[src/rtl/mdio_bb_pkg.sv]
// Shared constants and types for the MDIO register-driven frame engine.
// Assumes a fixed 64-bit management frame with data in its last 16 cycles.
package mdio_bb_pkg;
    localparam int FRAME_BITS = 64;
    localparam int IDX_W      = $clog2(FRAME_BITS);
    localparam int DATA_W     = 16;
    localparam int ADDR_W     = 5;
    localparam int DATA_START = FRAME_BITS - DATA_W;   // first data bit cycle
    localparam int TA_START   = DATA_START - 2;        // first turnaround cycle

    typedef enum logic [1:0] {
        SQ_IDLE,
        SQ_WAIT,
        SQ_ACC
    } seq_state_t;

    typedef enum logic [1:0] {
        PH_LO,
        PH_HI,
        PH_RD
    } bit_phase_t;
endpackage

[src/rtl/mdio_bb_pacer.sv]
// Pace counter: while enabled, raises tick for one cycle every DIV clocks.
// Assumes DIV >= 2. The count restarts at zero whenever enable drops.
module mdio_bb_pacer #(
    parameter int DIV = 4096
) (
    input  logic clk,
    input  logic rst_n,
    input  logic en,
    output logic tick
);
    localparam int CNT_W = (DIV > 2) ? $clog2(DIV) : 1;
    localparam logic [CNT_W-1:0] LAST = CNT_W'(DIV - 1);

    logic [CNT_W-1:0] cnt_q;

    // Count clocks while enabled and wrap at DIV-1.
    always_ff @(posedge clk) begin
        if (!rst_n || !en) begin
            cnt_q <= '0;
        end else if (cnt_q == LAST) begin
            cnt_q <= '0;
        end else begin
            cnt_q <= cnt_q + 1'b1;
        end
    end

    assign tick = en && (cnt_q == LAST);

    AST_TICK_GAP: assert property (@(posedge clk) disable iff (!rst_n)
        tick |=> !tick);
endmodule

[src/rtl/mdio_bb_frame.sv]
// Frame builder: gives the data-out and enable values for one bit cycle of
// a management frame, selected by bit index (0 = first bit on the wire).
// Assumes the request fields are held stable for the whole transaction.
module mdio_bb_frame
    import mdio_bb_pkg::*;
(
    input  logic              op_write,
    input  logic [ADDR_W-1:0] phy_addr,
    input  logic [ADDR_W-1:0] reg_addr,
    input  logic [DATA_W-1:0] wr_data,
    input  logic [IDX_W-1:0]  bit_idx,
    output logic              mdo,
    output logic              mdoe
);
    logic [FRAME_BITS-1:0] frame_vec;
    logic [FRAME_BITS-1:0] oe_read;

    // Read frames release the line from the turnaround to the end.
    for (genvar g = 0; g < FRAME_BITS; g++) begin : g_oe
        assign oe_read[FRAME_BITS-1-g] = (g < TA_START);
    end

    // Assemble the frame with bit cycle 0 in the MSB.
    always_comb begin
        frame_vec = {32'hFFFF_FFFF, 2'b01,
                     op_write ? 2'b01 : 2'b10,
                     phy_addr, reg_addr,
                     op_write ? 2'b10 : 2'b11,
                     op_write ? wr_data : {DATA_W{1'b1}}};
    end

    // Select the current bit cycle's line values.
    always_comb begin
        mdo  = frame_vec[(FRAME_BITS-1) - int'(bit_idx)];
        mdoe = op_write ? 1'b1 : oe_read[(FRAME_BITS-1) - int'(bit_idx)];
    end
endmodule

[src/rtl/mdio_bb_seq.sv]
// Access sequencer: for each bit cycle issues clock-low write, clock-high
// write and readback on the register port, each after a pace tick; merges
// MDI into the read result. Assumes reg_ack arrives for each request.
module mdio_bb_seq
    import mdio_bb_pkg::*;
#(
    parameter int              REG_W    = 16,
    parameter int              BIT_MDO  = 0,
    parameter int              BIT_MDI  = 1,
    parameter int              BIT_MCLK = 2,
    parameter int              BIT_MDOE = 3,
    parameter logic [REG_W-1:0] BASE_VAL = '0
) (
    input  logic              clk,
    input  logic              rst_n,
    input  logic              start,
    input  logic              op_write,
    input  logic [ADDR_W-1:0] phy_addr,
    input  logic [ADDR_W-1:0] reg_addr,
    input  logic [DATA_W-1:0] wr_data,
    input  logic              tick,
    input  logic              mdo,
    input  logic              mdoe,
    output logic              op_q,
    output logic [ADDR_W-1:0] phy_q,
    output logic [ADDR_W-1:0] regad_q,
    output logic [DATA_W-1:0] wd_q,
    output logic [IDX_W-1:0]  bit_idx,
    output logic              busy,
    output logic              done,
    output logic [DATA_W-1:0] rd_data,
    output logic              reg_req,
    output logic              reg_we,
    output logic [REG_W-1:0]  reg_wdata,
    input  logic [REG_W-1:0]  reg_rdata,
    input  logic              reg_ack
);
    localparam logic [REG_W-1:0] CTRL_MASK = (REG_W'(1) << BIT_MDO) | (REG_W'(1) << BIT_MDI)
                                           | (REG_W'(1) << BIT_MCLK) | (REG_W'(1) << BIT_MDOE);
    localparam logic [REG_W-1:0] BASE_KEEP = BASE_VAL & ~CTRL_MASK;
    localparam logic [IDX_W-1:0] LAST_IDX  = IDX_W'(FRAME_BITS - 1);
    localparam logic [IDX_W-1:0] DATA_IDX  = IDX_W'(DATA_START);

    seq_state_t          state_q;
    bit_phase_t          phase_q;
    logic [IDX_W-1:0]    idx_q;
    logic [DATA_W-1:0]   shift_q;
    logic [DATA_W-1:0]   rd_q;
    logic                done_q;
    logic                mdi_bit;

    assign mdi_bit = reg_rdata[BIT_MDI];

    // Main sequencer: latch request, step phases and bit cycles on acks.
    always_ff @(posedge clk) begin
        if (!rst_n) begin
            state_q <= SQ_IDLE;
            phase_q <= PH_LO;
            idx_q   <= '0;
            shift_q <= '0;
            rd_q    <= '0;
            done_q  <= 1'b0;
            op_q    <= 1'b0;
            phy_q   <= '0;
            regad_q <= '0;
            wd_q    <= '0;
        end else begin
            done_q <= 1'b0;
            unique case (state_q)
                SQ_IDLE: begin
                    if (start) begin
                        op_q    <= op_write;
                        phy_q   <= phy_addr;
                        regad_q <= reg_addr;
                        wd_q    <= wr_data;
                        idx_q   <= '0;
                        phase_q <= PH_LO;
                        state_q <= SQ_WAIT;
                    end
                end
                SQ_WAIT: begin
                    if (tick) begin
                        state_q <= SQ_ACC;
                    end
                end
                SQ_ACC: begin
                    if (reg_ack) begin
                        state_q <= SQ_WAIT;
                        unique case (phase_q)
                            PH_LO: phase_q <= PH_HI;
                            PH_HI: phase_q <= PH_RD;
                            default: begin
                                phase_q <= PH_LO;
                                if (idx_q >= DATA_IDX) begin
                                    shift_q <= {shift_q[DATA_W-2:0], mdi_bit};
                                end
                                if (idx_q == LAST_IDX) begin
                                    state_q <= SQ_IDLE;
                                    done_q  <= 1'b1;
                                    if (!op_q) begin
                                        rd_q <= {shift_q[DATA_W-2:0], mdi_bit};
                                    end
                                end else begin
                                    idx_q <= idx_q + 1'b1;
                                end
                            end
                        endcase
                    end
                end
                default: state_q <= SQ_IDLE;
            endcase
        end
    end

    // Compose the register write value from base and line bits.
    always_comb begin
        reg_wdata           = BASE_KEEP;
        reg_wdata[BIT_MDO]  = mdo;
        reg_wdata[BIT_MDOE] = mdoe;
        reg_wdata[BIT_MCLK] = (phase_q == PH_HI);
    end

    assign reg_req = (state_q == SQ_ACC);
    assign reg_we  = (phase_q != PH_RD);
    assign busy    = (state_q != SQ_IDLE);
    assign done    = done_q;
    assign rd_data = rd_q;
    assign bit_idx = idx_q;

    AST_REQ_HOLD: assert property (@(posedge clk) disable iff (!rst_n)
        (reg_req && !reg_ack) |=> (reg_req && $stable(reg_we) && $stable(reg_wdata)));
    AST_IDLE_QUIET: assert property (@(posedge clk) disable iff (!rst_n)
        !busy |-> !reg_req);
    AST_DONE_PULSE: assert property (@(posedge clk) disable iff (!rst_n)
        done |=> (!done && !busy));
    AST_PACED_START: assert property (@(posedge clk) disable iff (!rst_n)
        $rose(reg_req) |-> $past(tick));
    AST_READ_RELEASE: assert property (@(posedge clk) disable iff (!rst_n)
        (reg_req && reg_we && !op_q && (idx_q >= IDX_W'(TA_START))) |-> !reg_wdata[BIT_MDOE]);
endmodule

[src/rtl/mdio_bb_engine.sv]
// Top: MDIO read/write engine driving a host management register. Joins
// the pace counter, the frame builder and the access sequencer.
// Assumes the register port acknowledges every request within finite time.
module mdio_bb_engine
    import mdio_bb_pkg::*;
#(
    parameter int               PACE_DIV = 4096,
    parameter int               REG_W    = 16,
    parameter int               BIT_MDO  = 0,
    parameter int               BIT_MDI  = 1,
    parameter int               BIT_MCLK = 2,
    parameter int               BIT_MDOE = 3,
    parameter logic [REG_W-1:0] BASE_VAL = 16'h3330
) (
    input  logic              clk,
    input  logic              rst_n,
    input  logic              start,
    input  logic              op_write,
    input  logic [4:0]        phy_addr,
    input  logic [4:0]        reg_addr,
    input  logic [15:0]       wr_data,
    output logic              busy,
    output logic              done,
    output logic [15:0]       rd_data,
    output logic              reg_req,
    output logic              reg_we,
    output logic [REG_W-1:0]  reg_wdata,
    input  logic [REG_W-1:0]  reg_rdata,
    input  logic              reg_ack
);
    localparam logic [REG_W-1:0] CTRL_MASK = (REG_W'(1) << BIT_MDO) | (REG_W'(1) << BIT_MDI)
                                           | (REG_W'(1) << BIT_MCLK) | (REG_W'(1) << BIT_MDOE);

    logic              tick;
    logic              mdo;
    logic              mdoe;
    logic              op_q;
    logic [ADDR_W-1:0] phy_q;
    logic [ADDR_W-1:0] regad_q;
    logic [DATA_W-1:0] wd_q;
    logic [IDX_W-1:0]  bit_idx;

    mdio_bb_pacer #(.DIV(PACE_DIV)) u_pacer (
        .clk   (clk),
        .rst_n (rst_n),
        .en    (busy),
        .tick  (tick)
    );

    mdio_bb_frame u_frame (
        .op_write (op_q),
        .phy_addr (phy_q),
        .reg_addr (regad_q),
        .wr_data  (wd_q),
        .bit_idx  (bit_idx),
        .mdo      (mdo),
        .mdoe     (mdoe)
    );

    mdio_bb_seq #(
        .REG_W    (REG_W),
        .BIT_MDO  (BIT_MDO),
        .BIT_MDI  (BIT_MDI),
        .BIT_MCLK (BIT_MCLK),
        .BIT_MDOE (BIT_MDOE),
        .BASE_VAL (BASE_VAL)
    ) u_seq (
        .clk       (clk),
        .rst_n     (rst_n),
        .start     (start),
        .op_write  (op_write),
        .phy_addr  (phy_addr),
        .reg_addr  (reg_addr),
        .wr_data   (wr_data),
        .tick      (tick),
        .mdo       (mdo),
        .mdoe      (mdoe),
        .op_q      (op_q),
        .phy_q     (phy_q),
        .regad_q   (regad_q),
        .wd_q      (wd_q),
        .bit_idx   (bit_idx),
        .busy      (busy),
        .done      (done),
        .rd_data   (rd_data),
        .reg_req   (reg_req),
        .reg_we    (reg_we),
        .reg_wdata (reg_wdata),
        .reg_rdata (reg_rdata),
        .reg_ack   (reg_ack)
    );

    AST_BASE_KEPT: assert property (@(posedge clk) disable iff (!rst_n)
        (reg_req && reg_we) |-> (((reg_wdata ^ BASE_VAL) & ~CTRL_MASK) == '0 && !reg_wdata[BIT_MDI]));
    AST_START_IGNORED: assert property (@(posedge clk) disable iff (!rst_n)
        (busy && start) |=> ($stable(op_q) && $stable(phy_q) && $stable(regad_q) && $stable(wd_q)));
endmodule

[config.mk]
export PLATFORM = sky130hd
export DESIGN_NAME = mdio_bb_engine
export DESIGN_NICKNAME = d
export VERILOG_FILES = /design/src/rtl/mdio_bb_pkg.sv /design/src/rtl/mdio_bb_pacer.sv /design/src/rtl/mdio_bb_frame.sv /design/src/rtl/mdio_bb_seq.sv /design/src/rtl/mdio_bb_engine.sv
export SDC_FILE = /design/constraint.sdc
export NUM_CORES = 1
export LEC_CHECK = 0
export ABC_CLOCK_PERIOD_IN_PS = 1710
export BUFFER_PORTS_ARGS = -buffer_cell sky130_fd_sc_hd__buf_2
export CORE_MARGIN = 2
export CORE_UTILIZATION = 49
export DETAILED_ROUTE_END_ITERATION = 10
export HOLD_SLACK_MARGIN = 0.02
export PLACE_DENSITY = 0.76
export SLEW_MARGIN = 40
export SYNTH_ARGS = -nofsm -noshare
export SYNTH_HDL_FRONTEND = slang
export SYNTH_SLANG_ARGS = --single-unit
[constraint.sdc]
create_clock -name clk -period 1.71 [get_ports clk]
set_input_delay 0.0855 -clock clk [delete_from_list [all_inputs] [get_ports clk]]
set_output_delay 0.0855 -clock clk [all_outputs]
set_load 0.1 [all_outputs]
# Word-level counts from Yosys, hierarchy flattened
# Memories as Yosys holds them, arrays and structs flattened.
# Index checks and enable logic that the tools add are counted.
# totals
register_bits	81
rom_bits	64
input_bits	47
out_inout_bits	36
elab_cells	75
mem_count	1
# op_classes
add_sub_neg	3
n_lt_le_gt_ge	2
n_eq_ne	11
n_mux	25
n_bitwise	5
reduce_logical	17
# mem_list
name	words	width	rd	rd_ports_with_merged_regs	write_ports	line	rtl
(name not given)	64	1	1	0	0	mdio_bb_frame.sv:35	mdoe = op_write ? 1'b1 : oe_read[(FRAME_BITS-1) - int'(bit_idx)];
# ops
operator	count
32-bit by 8-bit less-than comparator with 1-bit output (second input constant)	1
6-bit two-way mux	4
16-bit two-way mux	1
2-bit two-way mux	7
12-bit by 1-bit adder with 12-bit output (second input constant)	1
12-bit equality test (second input constant)	1
6-bit one-hot mux with 2 select lines	1
2-bit != test (second input constant)	5
5-bit AND reduction	2
1-bit two-way mux	8
2-bit one-hot mux with 2 select lines	2
6-bit by 6-bit subtractor with 7-bit output (first input constant)	1
6-bit by 1-bit adder with 6-bit output (second input constant)	1
1-bit binary-select mux with 6-bit select	1
6-bit equality test (second input constant)	1
6-bit greater-or-equal comparator (second input constant)	1
2-bit one-hot mux with 3 select lines	1
3-bit AND reduction	2
1-bit inverter	5
5-bit OR reduction	1
2-bit by 1-bit equality test with 1-bit output (second input constant)	2
2-bit logical NOT	2
4-bit AND reduction	1
2-bit nonzero test	2
other kinds (7)	9

# Depth between registers and ports, before layout
# depth
depth_word	5
ltp_mapped	7
ltp_nobuf	5

# By module
# A second synthesis with hierarchy kept.
# hier_totals
hier_cells	444
hier_area_um2	3621.0
# modules_own_cells
module	instances	cells_each	area_each_um2
mdio_bb_seq	1	342	2696.3
mdio_bb_pacer	1	64	581.8
mdio_bb_frame	1	38	342.8

# Worst setup path after synthesis
# No wires, ideal clock.
# synth_path
path_type	register to register
from	register u_seq.state_q[1]
to	register u_seq.state_q[1]
setup_time_ps	58
t_arrival_ps	2243
required_ps	1652
path_slack_ps	-591
stages_incl_launch_ff	5
synth_period_minus_slack_ps	2301
cell_sequence	dfxtp_1 > buf_2 > nor2b_1 > nor2b_1 > o21a_1
# synth_via
elab_cells_between_ends	10
# synth_rtl
item	line	rtl
start, declared	mdio_bb_seq.sv:44	seq_state_t state_q;
start signal, assigned	mdio_bb_seq.sv:57	state_q <= SQ_IDLE;
start signal, assigned	mdio_bb_seq.sv:78	state_q <= SQ_WAIT;
start signal, assigned	mdio_bb_seq.sv:83	state_q <= SQ_ACC;
2-bit equality test (*)	--	
net reg_req	mdio_bb_engine.sv:25	output logic reg_req,
2-bit by 1-bit != test with 1-bit output (no source line)	--	
3-bit AND reduction (no source line)	--	
# The timed path passes the listed nets; every way through them passes the cells marked *.
# A chain may end at the register's enable or synchronous reset.

# Worst setup path after layout
# layout_path
from	register u_seq.idx_q[2], in the netlist u_seq.bit_idx[2]
to	output reg_wdata[0]
# layout_via
elab_chain_cells	4
# layout_lines
item	line	rtl
start, declared	mdio_bb_seq.sv:46	logic [IDX_W-1:0] idx_q;
start signal, assigned	mdio_bb_seq.sv:104	idx_q <= idx_q + 1'b1;
6-bit by 6-bit subtractor with 7-bit output	mdio_bb_frame.sv:34	mdo = frame_vec[(FRAME_BITS-1) - int'(bit_idx)];
1-bit binary-select mux with 6-bit select	mdio_bb_frame.sv:34	
1-bit two-way mux (not written as such) (2 in series)	mdio_bb_frame.sv:34	
end, declared	mdio_bb_engine.sv:27	output logic [REG_W-1:0] reg_wdata,
# Every way passes these cells. The select of a mux whose other input is x is not followed.

==> reports/metrics.cfg <==
[worst_setup_path]
setup.worst_path.end_class = primary output
crit_top_cell = mux4_2
critPathArrivalTime_ns = 2.14
required_ns = 1.62
path_max_fanout = 6
crit_buf_inv = 1
slowest_stage = mux4_2
slowest_delay_ns = 0.52
crit_chain = mux4_2 -> mux4_2 -> nor2_2 -> a211oi_2 -> buf_6
critPathKind = register to primary output
cp_top_family = multiplexers
worstSetupStartpointType = register

[synth]
synth_edf_count = 0
synth_top_area_share_pct = 44.1
syn_avg_cell_area_um2 = 9.41
async_flop_share_pct = 0
synth_area_leaders = dfxtp_1 (44%), mux2i_1 (9.2%), nand2_1 (6.5%)
yosysTopAreaCell = dfxtp_1
ys_types = 48
syn-cell-area_mm2 = 0.00368
synthFlopType = dfxtp_1
yosysSeqAreaShare_pct = 44.1
ys_seq_elements = 81
ys.warnings.count = 0
synthCells = 391

[cells_and_area]
area_delta_synth_final_pct = 29.8
drive_gt1_share_pct = 26.2
fin_nets = 538
stdcell_count = 592
multi_input_area_mm2 = 0.00190
seqCellArea_mm2 = 0.00163
n_fill_cell = 579
diodes = 0

[power_and_ir_drop]
irDropWorstVdd_v = 0.000389
fin_total_pwr_mw = 3.83
power_density_mw_per_mm2 = 802
leakage_nw = 1.82

[sta]
period_share_pct = 130
tightest_slew_ns = 0.562
finalClockSkew_ns = 0.0154
report.final.hold_viol_count = 0
tns_ns = -0.773
setup_violations = 8
relSlewSlack_pct = 61.6
layout_setup_ws_ns = -0.518
rsz0062_at_grt = yes
fmax_mhz = 449
slew_viol_final = 0
fin_crit_ns = 2.23

[outcome]
violations = setup timing
status = complete, but fails checks

[routing]
wl_per_cell_um = 13.1
route.vias.total = 2948
postRouteAntennaNets = 0
drc = 0
drt-vias-per-instance = 4.98
first_iter_violations = 130
totalWireLength_um = 7750
drt_pass1_iterations = 4

[clock_network]
numCtsBuffers = 9
clk_pin_slew_ns = 0.08
clockRootBuffer = clkbuf_8
clock_path_buffers = 2
cts_htree_levels = 3
cts_tree = built
clock-sinks = 81
insertion_delay_ns = 0.35

[place]
portBuffers = 54
place_hpwl_um = 5040
placed_cells = 541
routabilityCongestion = 0.853

[hold_path]
hp-class = input port to register

[global_route]
grt_max_degree = 41
grt_pass1_vias = 2886
gr-total-overflow = 0
grt_pass1_wl_um = 13000
grt.total_usage_pct = 19.3
grt_antenna_before_repair = 0

[floorplanning]
start_util_pct = 50.7
design.die.area_mm2 = 0.00822
die_y_um = 90.7
core_mm2 = 0.00725
die_x_um = 90.7
io_pins = 83
rows = 31

[flow_run]
cap_violations = 0

## layout by cell type, fill, tap and decap left out, types with 9 or more instances in the layout
cell / synthesis / final
dfxtp_1: 81 / 77
buf_4: 16 / 20
nor2b_1: 36 / 35
nor2_1: 15 / 14
dlygate4sd3_1: 0 / 28
clkbuf_8: 0 / 9
a21boi_0: 26 / 26
nand2_1: 64 / 64
conb_1: 2 / 13
buf_2: 7 / 52
mux2i_1: 34 / 34
## layout make-up
class / instances / area share (%)
multi-input cells: 278 / 39.8
flip-flops and latches: 81 / 34.2
repair buffers: 112 / 18.7
clock buffers: 9 / 2.59
well taps: 99 / 2.59
clock inverters: 7 / 1.62
inverters: 6 / 0.472
## flip-flops by register name, summed over array words and instances (netlist names)
name	count
u_seq.regad_q	5
u_seq.wd_q	16
u_seq.rd_data	16
u_pacer.cnt_q	12
u_seq.shift_q	15
u_seq.phase_q	2
u_seq.done	1
u_seq.state_q	2
u_seq.bit_idx	6
u_seq.phy_q	5
u_seq.op_q	1
## cells by family (layout without fill, tap and decap cells)
kind of cell | count (synthesis) | after routing | share of synthesized area [%]
multiplexers | 41 | 41 | 13.3
AO/OA/AOI/OAI | 55 | 55 | 10.3
other | 2 | 13 | 0.204
flip-flops | 81 | 81 | 44.1
XOR/XNOR | 10 | 10 | 2.38
adder cells (fa/ha/maj) | 3 | 3 | 1.02
buffers and inverters | 43 | 134 | 6.87
AND/OR/NAND/NOR | 156 | 156 | 21.8
## cell usage after synthesis, drive strengths merged (2+ instances only)
| cell type | count |
|---|---|
| nand2b | 4 |
| clkbuf | 11 |
| and3 | 5 |
| ha | 3 |
| mux4 | 6 |
| xor2 | 6 |
| nor2b | 36 |
| nand4 | 6 |
| conb | 2 |
| inv | 6 |
| a21boi | 28 |
| or2 | 2 |
| o21ai | 6 |
| o211ai | 2 |
| dfxtp | 81 |
| nor2 | 17 |
| xnor2 | 4 |
| buf | 26 |
| nand2 | 64 |
| o21bai | 3 |
| or3 | 5 |
| nor3 | 3 |
| and2 | 2 |
| mux2i | 34 |
| a21oi | 8 |
| nand3 | 7 |
## worst paths after layout
| kind | start | end | slack [ns] | cells past startpoint |
|---|---|---|---|---|
| hold / removal | start | u_seq.phase_q[0] | 0.10 | 4 |
| setup / recovery | u_seq.bit_idx[2] | reg_wdata[0] | -0.52 | 5 |
| hold reg to reg | u_pacer.cnt_q[0] | u_pacer.cnt_q[0] | 0.45 | 1 |
| setup reg to reg | u_seq.bit_idx[0] | u_seq.bit_idx[4] | -0.10 | 6 |
## routing by layer
metal	part of all wire (%)	track usage (%)	vias up
li1	-	-	1491
met1	46	23.4	1394
met2	50	33.8	55
met3	3.8	5.09	8
met4	0.90	5.38	0
met5	0	0	-
## worst reg2reg max path: stages, from the launching register on
cell	delay (ns)
dfxtp_4	0.37
buf_6	0.12
ha_4	0.16
and3_4	0.15
a221o_1	0.43
or3_4	0.37
a21oi_2	0.15
## report_power, final
group / total [mW] / switching [mW] / internal (mW)
Clock: 1.42 / 0.731 / 0.690
Combinational: 0.459 / 0.277 / 0.181
Sequential: 1.95 / 0.0259 / 1.92
Total: 3.83 / 1.03 / 2.79
## per-stage QoR
| step | instance area (um2) | setup WS [ns] | hold WS [ns] | utilization, % |
|---|---|---|---|---|
| floorplan | 3750 | -0.165 | 0.220 | - |
| global placement | 4130 | -0.265 | 0.325 | 56.9 |
| detailed placement | 4130 | -0.327 | 0.333 | 56.9 |
| CTS | 4700 | -0.568 | 0.0891 | 64.7 |
| global route | 4770 | -0.606 | 0.129 | 65.8 |
| finish | 4770 | -0.518 | 0.104 | 65.8 |
## repair_timing
item                                    in CTS  in global routing
endpoints found under the hold margin       28                  0
pin swaps                                    6                  5
setup buffers                                2                  4
resized for setup                           24                  6
gates cloned                                 0                  1
endpoints found under the setup margin      24                 23
hold buffers                                28                  0
Power figures use the tool's default switching activity.
